===== config.mk =====
export PLATFORM = sky130hd
export DESIGN_NAME = cmp_timer_unit
export DESIGN_NICKNAME = d
export VERILOG_FILES = /design/src/rtl/cmtu_pkg.sv /design/src/rtl/cmtu_prescaler.sv /design/src/rtl/cmtu_outpin.sv /design/src/rtl/cmtu_channel.sv /design/src/rtl/cmp_timer_unit.sv
export SDC_FILE = /design/constraint.sdc
export NUM_CORES = 1
export LEC_CHECK = 0
export BUFFER_PORTS_ARGS = -buffer_cell sky130_fd_sc_hd__buf_2
export CORE_MARGIN = 5
export CORE_UTILIZATION = 25
export CTS_BUF_LIST = sky130_fd_sc_hd__clkbuf_4
export DETAILED_ROUTE_END_ITERATION = 12
export SLEW_MARGIN = 30
export SYNTH_ARGS = -nofsm -noshare
export SYNTH_HDL_FRONTEND = slang
export SYNTH_SLANG_ARGS = --single-unit
export TNS_END_PERCENT = 50

===== constraint.sdc =====
create_clock -name clk -period 6.7 [get_ports clk]
set_input_delay 0 -clock clk [delete_from_list [all_inputs] [get_ports clk]]
set_output_delay 0 -clock clk [all_outputs]
set_load 0.05 [all_outputs]

===== src/rtl/cmtu_pkg.sv =====
package cmtu_pkg;
  localparam int OFF_W = 4;

  localparam logic [OFF_W-1:0] OFF_CTRL = 4'h0;
  localparam logic [OFF_W-1:0] OFF_MODE = 4'h1;
  localparam logic [OFF_W-1:0] OFF_PINC = 4'h2;
  localparam logic [OFF_W-1:0] OFF_IEN  = 4'h4;
  localparam logic [OFF_W-1:0] OFF_STS  = 4'h5;
  localparam logic [OFF_W-1:0] OFF_CNT  = 4'h6;
  localparam logic [OFF_W-1:0] OFF_CMPA = 4'h8;

  // counter clear source codes
  localparam logic [2:0] CLR_ON_A   = 3'd1;
  localparam logic [2:0] CLR_FOLLOW = 3'd3;

  // count edge codes
  localparam logic [1:0] EDGE_FALL = 2'd1;
  localparam logic [1:0] EDGE_BOTH = 2'd2;

  localparam logic [3:0] MODE_PLAIN = 4'd0;

  typedef struct packed {
    logic [2:0] clr;
    logic [1:0] edg;
    logic [2:0] div;
  } ctrl_t;
endpackage


===== src/rtl/cmtu_prescaler.sv =====
module cmtu_prescaler
  import cmtu_pkg::*;
#(
  parameter int PRE_W = 6
) (
  input  logic       clk,
  input  logic       rst,
  input  logic       en,
  input  logic [2:0] div,
  input  logic [1:0] edg,
  output logic       tick
);
  logic [PRE_W-1:0] phase;
  logic [PRE_W-1:0] mask;
  logic             legal;
  logic             hit_rise;
  logic             hit_fall;
  logic             hit;

  // mask has 2*div low ones: /1, /4, /16, /64
  always_comb begin
    mask  = '0;
    legal = ~div[2];
    for (int b = 0; b < PRE_W; b++) begin
      if (b < 2 * int'(div[1:0])) mask[b] = 1'b1;
    end
  end

  assign hit_rise = ((phase & mask) == mask);
  assign hit_fall = (mask == '0) ? 1'b1 : ((phase & mask) == (mask >> 1));

  always_comb begin
    case (edg)
      EDGE_FALL: hit = hit_fall;
      EDGE_BOTH: hit = hit_rise | hit_fall;
      default:   hit = hit_rise;
    endcase
  end

  assign tick = en & legal & hit;

  always_ff @(posedge clk) begin
    if (rst)     phase <= '0;
    else if (en) phase <= phase + PRE_W'(1);
  end
endmodule


===== src/rtl/cmtu_outpin.sv =====
module cmtu_outpin (
  input  logic       clk,
  input  logic       rst,
  input  logic       cfg_wr,
  input  logic [3:0] cfg_code,
  input  logic [3:0] cur_code,
  input  logic       match,
  output logic       pin
);
  logic cfg_low;
  logic cfg_high;
  logic acts;

  assign cfg_low  = cfg_wr && (cfg_code == 4'd1 || cfg_code == 4'd2 || cfg_code == 4'd3);
  assign cfg_high = cfg_wr && (cfg_code == 4'd5 || cfg_code == 4'd6 || cfg_code == 4'd7);
  assign acts     = match && !cur_code[3] && (cur_code[1:0] != 2'd0);

  always_ff @(posedge clk) begin
    if (rst) pin <= 1'b0;
    else if (cfg_low)  pin <= 1'b0;
    else if (cfg_high) pin <= 1'b1;
    else if (acts) begin
      case (cur_code[1:0])
        2'd1:    pin <= 1'b0;
        2'd2:    pin <= 1'b1;
        default: pin <= ~pin;
      endcase
    end
  end
endmodule


===== src/rtl/cmtu_channel.sv =====
module cmtu_channel
  import cmtu_pkg::*;
#(
  parameter int CNT_W = 16,
  parameter int PRE_W = 6
) (
  input  logic             clk,
  input  logic             rst,
  input  logic             run,
  input  logic             wr_en,
  input  logic             rd_en,
  input  logic [OFF_W-1:0] off,
  input  logic [CNT_W-1:0] wdata,
  input  logic             sync_clr,
  output logic [CNT_W-1:0] rd_word,
  output logic             clr_evt,
  output logic             match_o,
  output logic             flag_o,
  output logic [CNT_W-1:0] cnt_o,
  output logic             tout,
  output logic             irq
);
  ctrl_t            ctrl;
  logic [6:0]       mode;
  logic [7:0]       pinc;
  logic             ien;
  logic             flag;
  logic             armed;
  logic [CNT_W-1:0] cnt;
  logic [CNT_W-1:0] cmpa;

  logic active, tick, match, sync_hit, ack;
  logic w_ctrl, w_mode, w_pinc, w_ien, w_sts, w_cnt, w_cmpa, r_sts;

  assign w_ctrl = wr_en && off == OFF_CTRL;
  assign w_mode = wr_en && off == OFF_MODE;
  assign w_pinc = wr_en && off == OFF_PINC;
  assign w_ien  = wr_en && off == OFF_IEN;
  assign w_sts  = wr_en && off == OFF_STS;
  assign w_cnt  = wr_en && off == OFF_CNT;
  assign w_cmpa = wr_en && off == OFF_CMPA;
  assign r_sts  = rd_en && off == OFF_STS;

  assign active = run && (mode[3:0] == MODE_PLAIN);

  cmtu_prescaler #(.PRE_W(PRE_W)) u_pre (
    .clk  (clk),
    .rst  (rst),
    .en   (active),
    .div  (ctrl.div),
    .edg  (ctrl.edg),
    .tick (tick)
  );

  assign match    = tick && (cnt == cmpa);
  assign clr_evt  = match && (ctrl.clr == CLR_ON_A);
  assign sync_hit = active && (ctrl.clr == CLR_FOLLOW) && sync_clr;
  assign ack      = w_sts && armed && !wdata[0];

  always_ff @(posedge clk) begin
    if (rst) begin
      ctrl  <= '0;
      mode  <= '0;
      pinc  <= '0;
      ien   <= 1'b0;
      cmpa  <= '1;
      cnt   <= '0;
      flag  <= 1'b0;
      armed <= 1'b0;
      irq   <= 1'b0;
    end else begin
      if (w_ctrl) ctrl <= wdata[7:0];
      if (w_mode) mode <= wdata[6:0];
      if (w_pinc) pinc <= wdata[7:0];
      if (w_ien)  ien  <= wdata[0];
      if (w_cmpa) cmpa <= wdata;

      if (w_cnt)                     cnt <= wdata;
      else if (clr_evt || sync_hit)  cnt <= '0;
      else if (tick)                 cnt <= cnt + CNT_W'(1);

      if (match)    flag <= 1'b1;
      else if (ack) flag <= 1'b0;

      if (ack)                armed <= 1'b0;
      else if (r_sts && flag) armed <= 1'b1;

      irq <= flag & ien;
    end
  end

  always_comb begin
    rd_word = '0;
    case (off)
      OFF_CTRL: rd_word[7:0] = ctrl;
      OFF_MODE: rd_word[6:0] = mode;
      OFF_PINC: rd_word[7:0] = pinc;
      OFF_IEN:  rd_word[0]   = ien;
      OFF_STS:  rd_word[0]   = flag;
      OFF_CNT:  rd_word      = cnt;
      OFF_CMPA: rd_word      = cmpa;
      default:  rd_word      = '0;
    endcase
  end

  cmtu_outpin u_pin (
    .clk      (clk),
    .rst      (rst),
    .cfg_wr   (w_pinc),
    .cfg_code (wdata[3:0]),
    .cur_code (pinc[3:0]),
    .match    (match),
    .pin      (tout)
  );

  assign match_o = match;
  assign flag_o  = flag;
  assign cnt_o   = cnt;
endmodule


===== src/rtl/cmp_timer_unit.sv =====
module cmp_timer_unit
  import cmtu_pkg::*;
#(
  parameter int NCH    = 3,
  parameter int CNT_W  = 16,
  parameter int ADDR_W = 8,
  parameter int PRE_W  = 6
) (
  input  logic              clk,
  input  logic              rst,
  input  logic              bus_we,
  input  logic              bus_re,
  input  logic [ADDR_W-1:0] bus_addr,
  input  logic [CNT_W-1:0]  bus_wdata,
  output logic [CNT_W-1:0]  bus_rdata,
  output logic [NCH-1:0]    tmr_out,
  output logic [NCH-1:0]    tmr_irq
);
  localparam int GRP_W = ADDR_W - OFF_W;

  logic [GRP_W-1:0]            grp;
  logic [OFF_W-1:0]            off;
  logic                        start_sel;
  logic [NCH-1:0]              run_q;
  logic [NCH-1:0]              ch_sel;
  logic [NCH-1:0]              clr_v;
  logic [NCH-1:0]              match_v;
  logic [NCH-1:0]              flag_v;
  logic [NCH-1:0][CNT_W-1:0]   rd_v;
  logic [NCH-1:0][CNT_W-1:0]   cnt_v;
  logic [CNT_W-1:0]            rd_mux;

  assign grp       = bus_addr[ADDR_W-1:OFF_W];
  assign off       = bus_addr[OFF_W-1:0];
  assign start_sel = (grp == '0) && (off == '0);

  always_ff @(posedge clk) begin
    if (rst)                      run_q <= '0;
    else if (bus_we && start_sel) run_q <= bus_wdata[NCH-1:0];
  end

  for (genvar i = 0; i < NCH; i++) begin : g_ch
    logic [NCH-1:0] others;
    assign ch_sel[i] = (grp == GRP_W'(i + 1));
    assign others    = clr_v & ~(NCH'(1) << i);

    cmtu_channel #(.CNT_W(CNT_W), .PRE_W(PRE_W)) u_ch (
      .clk      (clk),
      .rst      (rst),
      .run      (run_q[i]),
      .wr_en    (bus_we && ch_sel[i]),
      .rd_en    (bus_re && ch_sel[i]),
      .off      (off),
      .wdata    (bus_wdata),
      .sync_clr (|others),
      .rd_word  (rd_v[i]),
      .clr_evt  (clr_v[i]),
      .match_o  (match_v[i]),
      .flag_o   (flag_v[i]),
      .cnt_o    (cnt_v[i]),
      .tout     (tmr_out[i]),
      .irq      (tmr_irq[i])
    );
  end

  always_comb begin
    rd_mux = '0;
    for (int i = 0; i < NCH; i++) begin
      if (ch_sel[i]) rd_mux = rd_mux | rd_v[i];
    end
  end

  always_ff @(posedge clk) begin
    if (rst) bus_rdata <= '0;
    else if (bus_re) bus_rdata <= start_sel ? CNT_W'(run_q) : rd_mux;
  end
endmodule


Word-level counts from Yosys, hierarchy flattened:

Cells that the tools add are included.

* divide/modulo/power cells: 0
* shifts and indexed selects: 0
* $lt $le $gt $ge: 18
* mux-type cells: 64
* eq/ne operators: 42
* add/sub/neg operators: 6
* multipliers: 0
* reductions and logical operators: 108
* bitwise gates (word level): 23

Operators by type and width (number)
* $mux 16: 13
* $pmux 6 s5: 3
* $logic_and 1x1->1: 68
* $add 16x1->16 const B: 3
* $eq 16x16->1: 3
* $pmux 8 s2: 3
* $mux 1: 33
* $or 16x16->16: 2
* $eq 4x3->1 const B: 6
* $pmux 1 s7: 3
* $eq 4x2->1 const B: 5
* $logic_not 4->1: 5
* $add 6x1->6 const B: 3
* $and 6x6->6: 3
* $eq 6x5->1: 3
* $eq 6x6->1: 3
* $logic_not 6->1: 3
* $lt 1x3->1 const A: 6
* $lt 2x3->1 const A: 6
* $lt 3x3->1 const A: 6
* $reduce_bool 2->1: 9
* $reduce_or 2->1: 9
* $eq 2x1->1 const B: 6
* $eq 2x2->1 const B: 6
* other kinds (12): 51

* output and inout bits: 22
* bits in writable memories: 0
* memories: 0
* bits in registers: 217
* latch bits: 0
* logic and storage cells: 302
* bits in read-only memories: 0

Depth between registers and ports, before layout:

* word-level depth: 15
* mapped depth: 10
* gate-level depth less buffers: 9

Modules after synthesis:

Synthesis repeated with hierarchy kept, for this count alone.

* cell total of the unflattened synthesis: 1524
* area total of the unflattened synthesis: 12213.0 µm²

By module, submodules not included
* cmtu_channel: seq. area each 1181.1 µm², area an instance 3153.0 µm², cells an instance 406, times used 3
* cmp_timer_unit: seq. area each 380.4 µm², area an instance 1222.4 µm², cells an instance 129, times used 1
* cmtu_prescaler: seq. area each 120.1 µm², area an instance 395.4 µm², cells an instance 45, times used 3
* cmtu_outpin: seq. area each 20.0 µm², area an instance 115.1 µm², cells an instance 14, times used 3

Least setup slack after synthesis:

OpenSTA, ideal clock, no wires.

* path kind: register to register
* start: reg g_ch[0].u_ch.ctrl[3] (netlist bit)
* end: reg g_ch[2].u_ch.cnt[15]
* setup slack: 3.998 ns
* data arrival time: 2.632 ns
* stages on the path, launching flop included: 9
* setup time: 0.070 ns
* buffers on the path: 1
* path through: dfxtp_1 -> inv_1 -> ha_1 -> o41ai_4 -> nor3_1 -> a2111oi_2 -> clkbuf_1 -> o21ai_0 -> a21oi_1

* cells in the longest elaborated chain, start to end: 10
* elaborated cells between the ends (all ways): 12

Ends and longest elaborated chain
* from (decl): line cmtu_channel.sv:23 `ctrl_t ctrl;`
* from (signal assigned): line cmtu_channel.sv:72 `if (w_ctrl) ctrl <= wdata[7:0];`
* $eq 2x2->1 / $eq 2x1->1 (equally long branches): line cmtu_prescaler.sv:33 `case (edg)`
* $pmux 1 s2 *: line cmtu_prescaler.sv:33
* $and 1x1->1 *: line cmtu_prescaler.sv:40 `assign tick = en & legal & hit;`
* $logic_and 1x1->1 *: line cmtu_channel.sv:55 `assign match = tick && (cnt == cmpa);`
* $logic_and 1x1->1 *: line cmtu_channel.sv:56 `assign clr_evt = match && (ctrl.clr == CLR_ON_A);`
* $reduce_or 2->1 *: line cmp_timer_unit.sv:55 `.sync_clr (|others),`
* $logic_and 1x1->1 *: line cmtu_channel.sv:57 `assign sync_hit = active && (ctrl.clr == CLR_FOLLOW) && sync_clr;`
* $logic_or 1x1->1 *: line cmtu_channel.sv:79 `else if (clr_evt || sync_hit) cnt <= '0;`
* $mux 16: line cmtu_channel.sv:79
* $mux 16: line cmtu_channel.sv:78 `if (w_cnt) cnt <= wdata;`
* to (signal assigned): line cmtu_channel.sv:78
* to (signal assigned): line cmtu_channel.sv:80 `else if (tick) cnt <= cnt + CNT_W'(1);`
* to (decl): line cmtu_channel.sv:29 `logic [CNT_W-1:0] cnt;`

Every way passes the cells marked *; elsewhere a longest branch is shown, timed or not.
A chain may end at the register's enable or synchronous reset.

Final worst setup path:

* start: reg g_ch[0].u_ch.ctrl[3] (netlist bit)
* end: reg g_ch[1].u_ch.cnt[13]

* cells in the longest elaborated chain, start to end: 10
* elaborated cells between the ends (all ways): 12

Ends and longest elaborated chain (line)
* $eq 2x2->1 / $eq 2x1->1 (equally long branches): cmtu_prescaler.sv:33
* $pmux 1 s2 *: cmtu_prescaler.sv:33
* $and 1x1->1 *: cmtu_prescaler.sv:40
* $logic_and 1x1->1 *: cmtu_channel.sv:55
* $logic_and 1x1->1 *: cmtu_channel.sv:56
* $reduce_or 2->1 *: cmp_timer_unit.sv:55
* $logic_and 1x1->1 *: cmtu_channel.sv:57
* $logic_or 1x1->1 *: cmtu_channel.sv:79
* $mux 16: cmtu_channel.sv:79
* $mux 16: cmtu_channel.sv:78
* to (signal assigned): cmtu_channel.sv:78
* to (signal assigned): cmtu_channel.sv:80
* to (decl): cmtu_channel.sv:29

Marked as above.

==> flow_metrics.py <==
metrics = {
    "pwr": {
        "p_clk_frac": 0.485,
        "p_sw_mw": 0.746,
        "vdd_drop_max_v": 0.0000956,
        "p_int_mw": 2.08,
        "p_sw_frac": 0.264,
        "p_leak_nw": 4.94,
        "pwr-share-comb": 0.055,
        "pwr-share-seq": 0.460,
        "powerDensity_nw_per_um2": 206,
    },
    "timing": {
        "hold_viol_final": 0,
        "max_freq_mhz": 299,
        "fin_crit_ns": 3.34,
        "fin_tns_setup_ns": 0,
        "fin_crit_sh": 0.499,
        "slew_headroom": 0.333,
        "tightest_slew_ns": 0.995,
        "maxSlewViolCount": 0,
        "skew_ns": 0.0845,
        "rsz0062_at_grt": "no",
        "finalSetupViolCount": 0,
    },
    "critical_path": {
        "crit_path_top_delay_cell": "o311ai_0",
        "cp_top_family": "compound AO/OA/AOI/OAI gates",
        "slowest_delay_ns": 0.82,
        "reg2reg_depth": 8,
        "crit_fanout": 14,
        "critPathCaptureType": "flip-flop",
        "cp_cell_sequence": "inv_1, ha_1, nor2b_1, o311ai_0, nor3_2, a21o_1, or4_1, a311oi_1",
        "worst-path-stages": 8,
        "worstPathArrival_ns": 3.99,
        "crit_buf_inv": 1,
        "cp-start-kind": "flip-flop",
        "crit_required_ns": 7.35,
        "worstSetupPathType": "reg -> reg",
    },
    "synthesis": {
        "synthFlopType": "dfxtp_1",
        "avgSynthCellArea_sq_um": 7.76,
        "yosysWarningCount": 0,
        "synthArstFlopShare": 0,
        "synth_area_leader_cell": "dfxtp_1",
        "yosysTopAreaCellShare": 0.365,
        "ys_seq_area_frac": 0.365,
        "yosysUniqueCellTypes": 75,
        "netlist_instances": 1535,
        "synthTopCellsByArea": "dfxtp_1 (36%), nand2_1 (8.6%), a21oi_1 (5.7%)",
        "syn_area_sq_um": 11900,
        "ys_ff_latch": 217,
        "syn_nets": 1581,
        "synth_edf_count": 0,
    },
    "global_route": {
        "grt_pass1_vias": 11445,
        "grt_max_degree": 86,
        "antenna_found_initial": 1,
        "grt_remaining_overflow": 0,
        "grt_first_pass_wirelength_mm": 66.8,
        "grt_use_total": 0.159,
    },
    "layout": {
        "area_growth_pct": 15.1,
        "fillCellCount": 5163,
        "fin_util": 0.289,
        "seqCellArea_sq_um": 4340,
        "layout_common_cells": "nand2_1 (273), dfxtp_1 (217), a21oi_1 (136)",
        "mostFrequentLayoutCell": "nand2_1",
        "nets": 1612,
        "multi_input_area_sq_um": 7030,
        "drive_above_1_share": 0.120,
        "final_cell_area_sq_um": 13700,
    },
    "drt": {
        "drc_errors": 0,
        "wl_mm": 43.2,
        "routedWlPerCell_um": 19.5,
        "antenna_left": 0,
        "num_vias": 12032,
        "viasPerCell": 5.41,
        "drtPass1Iterations": 6,
        "drtIter0Drc": 1528,
    },
    "die": {
        "start_util": 0.251,
        "ios": 50,
        "die_width_um": 228,
        "die_height_um": 228,
        "die_area_sq_um": 52100,
        "core_area_sq_um": 47400,
        "num_rows": 80,
    },
    "clock_network": {
        "clock_sinks": 217,
        "htreeDepth": 3,
        "cts_resized": 0,
        "hold_buffers": 27,
        "clockRootBuffer": "clkbuf_4",
        "clk_latency_ns": 0.77,
        "cts_tree": "yes",
        "cts_setup_buffers": 0,
        "clk_pin_slew_ns": 0.06,
        "clockBufferDepth": 3,
        "cts_buffers": 66,
    },
    "run_status": {
        "status": "completed",
    },
    "min_path": {
        "whs_path_depth": 6,
        "hold_class": "in -> reg",
    },
    "placement": {
        "port_buffers": 49,
        "dpl_cell_area_sq_um": 12600,
        "dp_hpwl_mm": 29.2,
        "gp_congestion": 0.858,
    },
    "job": {
        "maxCapViolCount": 0,
    },
}
synth_stat cells (5+ instances only):
library cell,number
nand2_1,273
a22oi_1,70
buf_4,6
a211oi_1,24
nor4_1,32
or3_1,11
and3_1,18
nand3_1,71
clkbuf_1,105
dfxtp_1,217
and2_1,10
nand2b_1,12
a222oi_1,14
xor2_1,61
and4_1,5
xnor2_1,9
a21boi_0,6
a311oi_1,6
ha_1,18
inv_1,24
nand3b_1,7
nor2b_1,6
nand4_1,21
a21oi_1,136
o21ai_0,32
nor2_1,106
buf_2,10
o31ai_1,20
nor3_1,48
mux2i_1,52
a31oi_1,24
tightest hold or removal path, stage by stage:
cell	delay, ns
buf_2	0.19
nor3_1	0.13
and2_1	0.20
nand2_1	0.09
mux2i_1	0.07
nor2_1	0.07
worst paths after layout:
check,start,end,slack (ns)
worst max-delay path,g_ch[0].u_ch.ctrl[3],g_ch[1].u_ch.cnt_o[13],3.36
worst min-delay path,bus_addr[0],g_ch[1].u_ch.ien,0.09
worst max register to register,g_ch[0].u_ch.ctrl[3],g_ch[1].u_ch.cnt_o[13],3.36
worst min register to register,g_ch[2].u_ch.mode[5],g_ch[2].u_ch.mode[5],0.46
stage by stage:
stage	setup WS [ns]	cells	total power, mW	hold slack, ns
floorplan	4.00	1535	1.41	0.124
global placement	3.46	2086	1.47	0.347
detailed placement	3.49	2086	1.47	0.347
CTS	3.40	2220	2.86	0.00437
global route	3.15	2221	2.94	0.104
finish	3.36	2223	2.82	0.0865
routing by layer:
layer,track usage,wire [um],vias to the layer above,part of all wire
met1,0.208,18000,5702,0.42
met4,0.0664,1610,0,0.037
li1,-,-,5637,-
met2,0.255,19900,577,0.46
met5,0,0,-,0
met3,0.0350,3690,116,0.085
registers in the layout, summed over array words and instances, names as in the netlist:
| register | flops |
|---|---|
| g_ch.u_ch.cmpa | 48 |
| g_ch.u_ch.cnt_o | 48 |
| g_ch.u_ch.ctrl | 24 |
| g_ch.u_ch.pinc | 24 |
| g_ch.u_ch.mode | 21 |
| g_ch.u_ch.u_pre.phase | 18 |
| bus_rdata | 16 |
| g_ch.u_ch.armed | 3 |
| g_ch.u_ch.flag_o | 3 |
| g_ch.u_ch.ien | 3 |
| g_ch.u_ch.irq | 3 |
| g_ch.u_ch.u_pin.pin | 3 |
| run_q | 3 |
final cells by class:
type                            instances  area share
Multi-Input combinational cell       1165       0.513
Sequential cell                       217       0.317
Tap cell                              615      0.0561
Clock buffer                           85      0.0465
Timing Repair Buffer                   91      0.0460
Clock inverter                         22      0.0146
Inverter                               25     0.00684
Antenna cell                            3    0.000547
power by group through the flow:
stage                     Sequential [mW]  Combinational [mW]  Clock [mW]
after floorplan                      1.34              0.0699           0
after global placement               1.33               0.139           0
after detailed placement             1.33               0.140           0
after CTS                            1.30               0.152        1.41
after global routing                 1.30               0.162        1.48
final                                1.30               0.155        1.37
cell families after synthesis:
family          count (synthesis)  share of synthesized area
xor+xnor                       70                     0.0514
fa+ha+maj                      18                     0.0189
buf+inv                       153                     0.0527
mux                            52                     0.0437
compound gates                380                      0.214
simple gates                  645                      0.254
flops                         217                      0.365
Power figures use the tool's default switching activity.
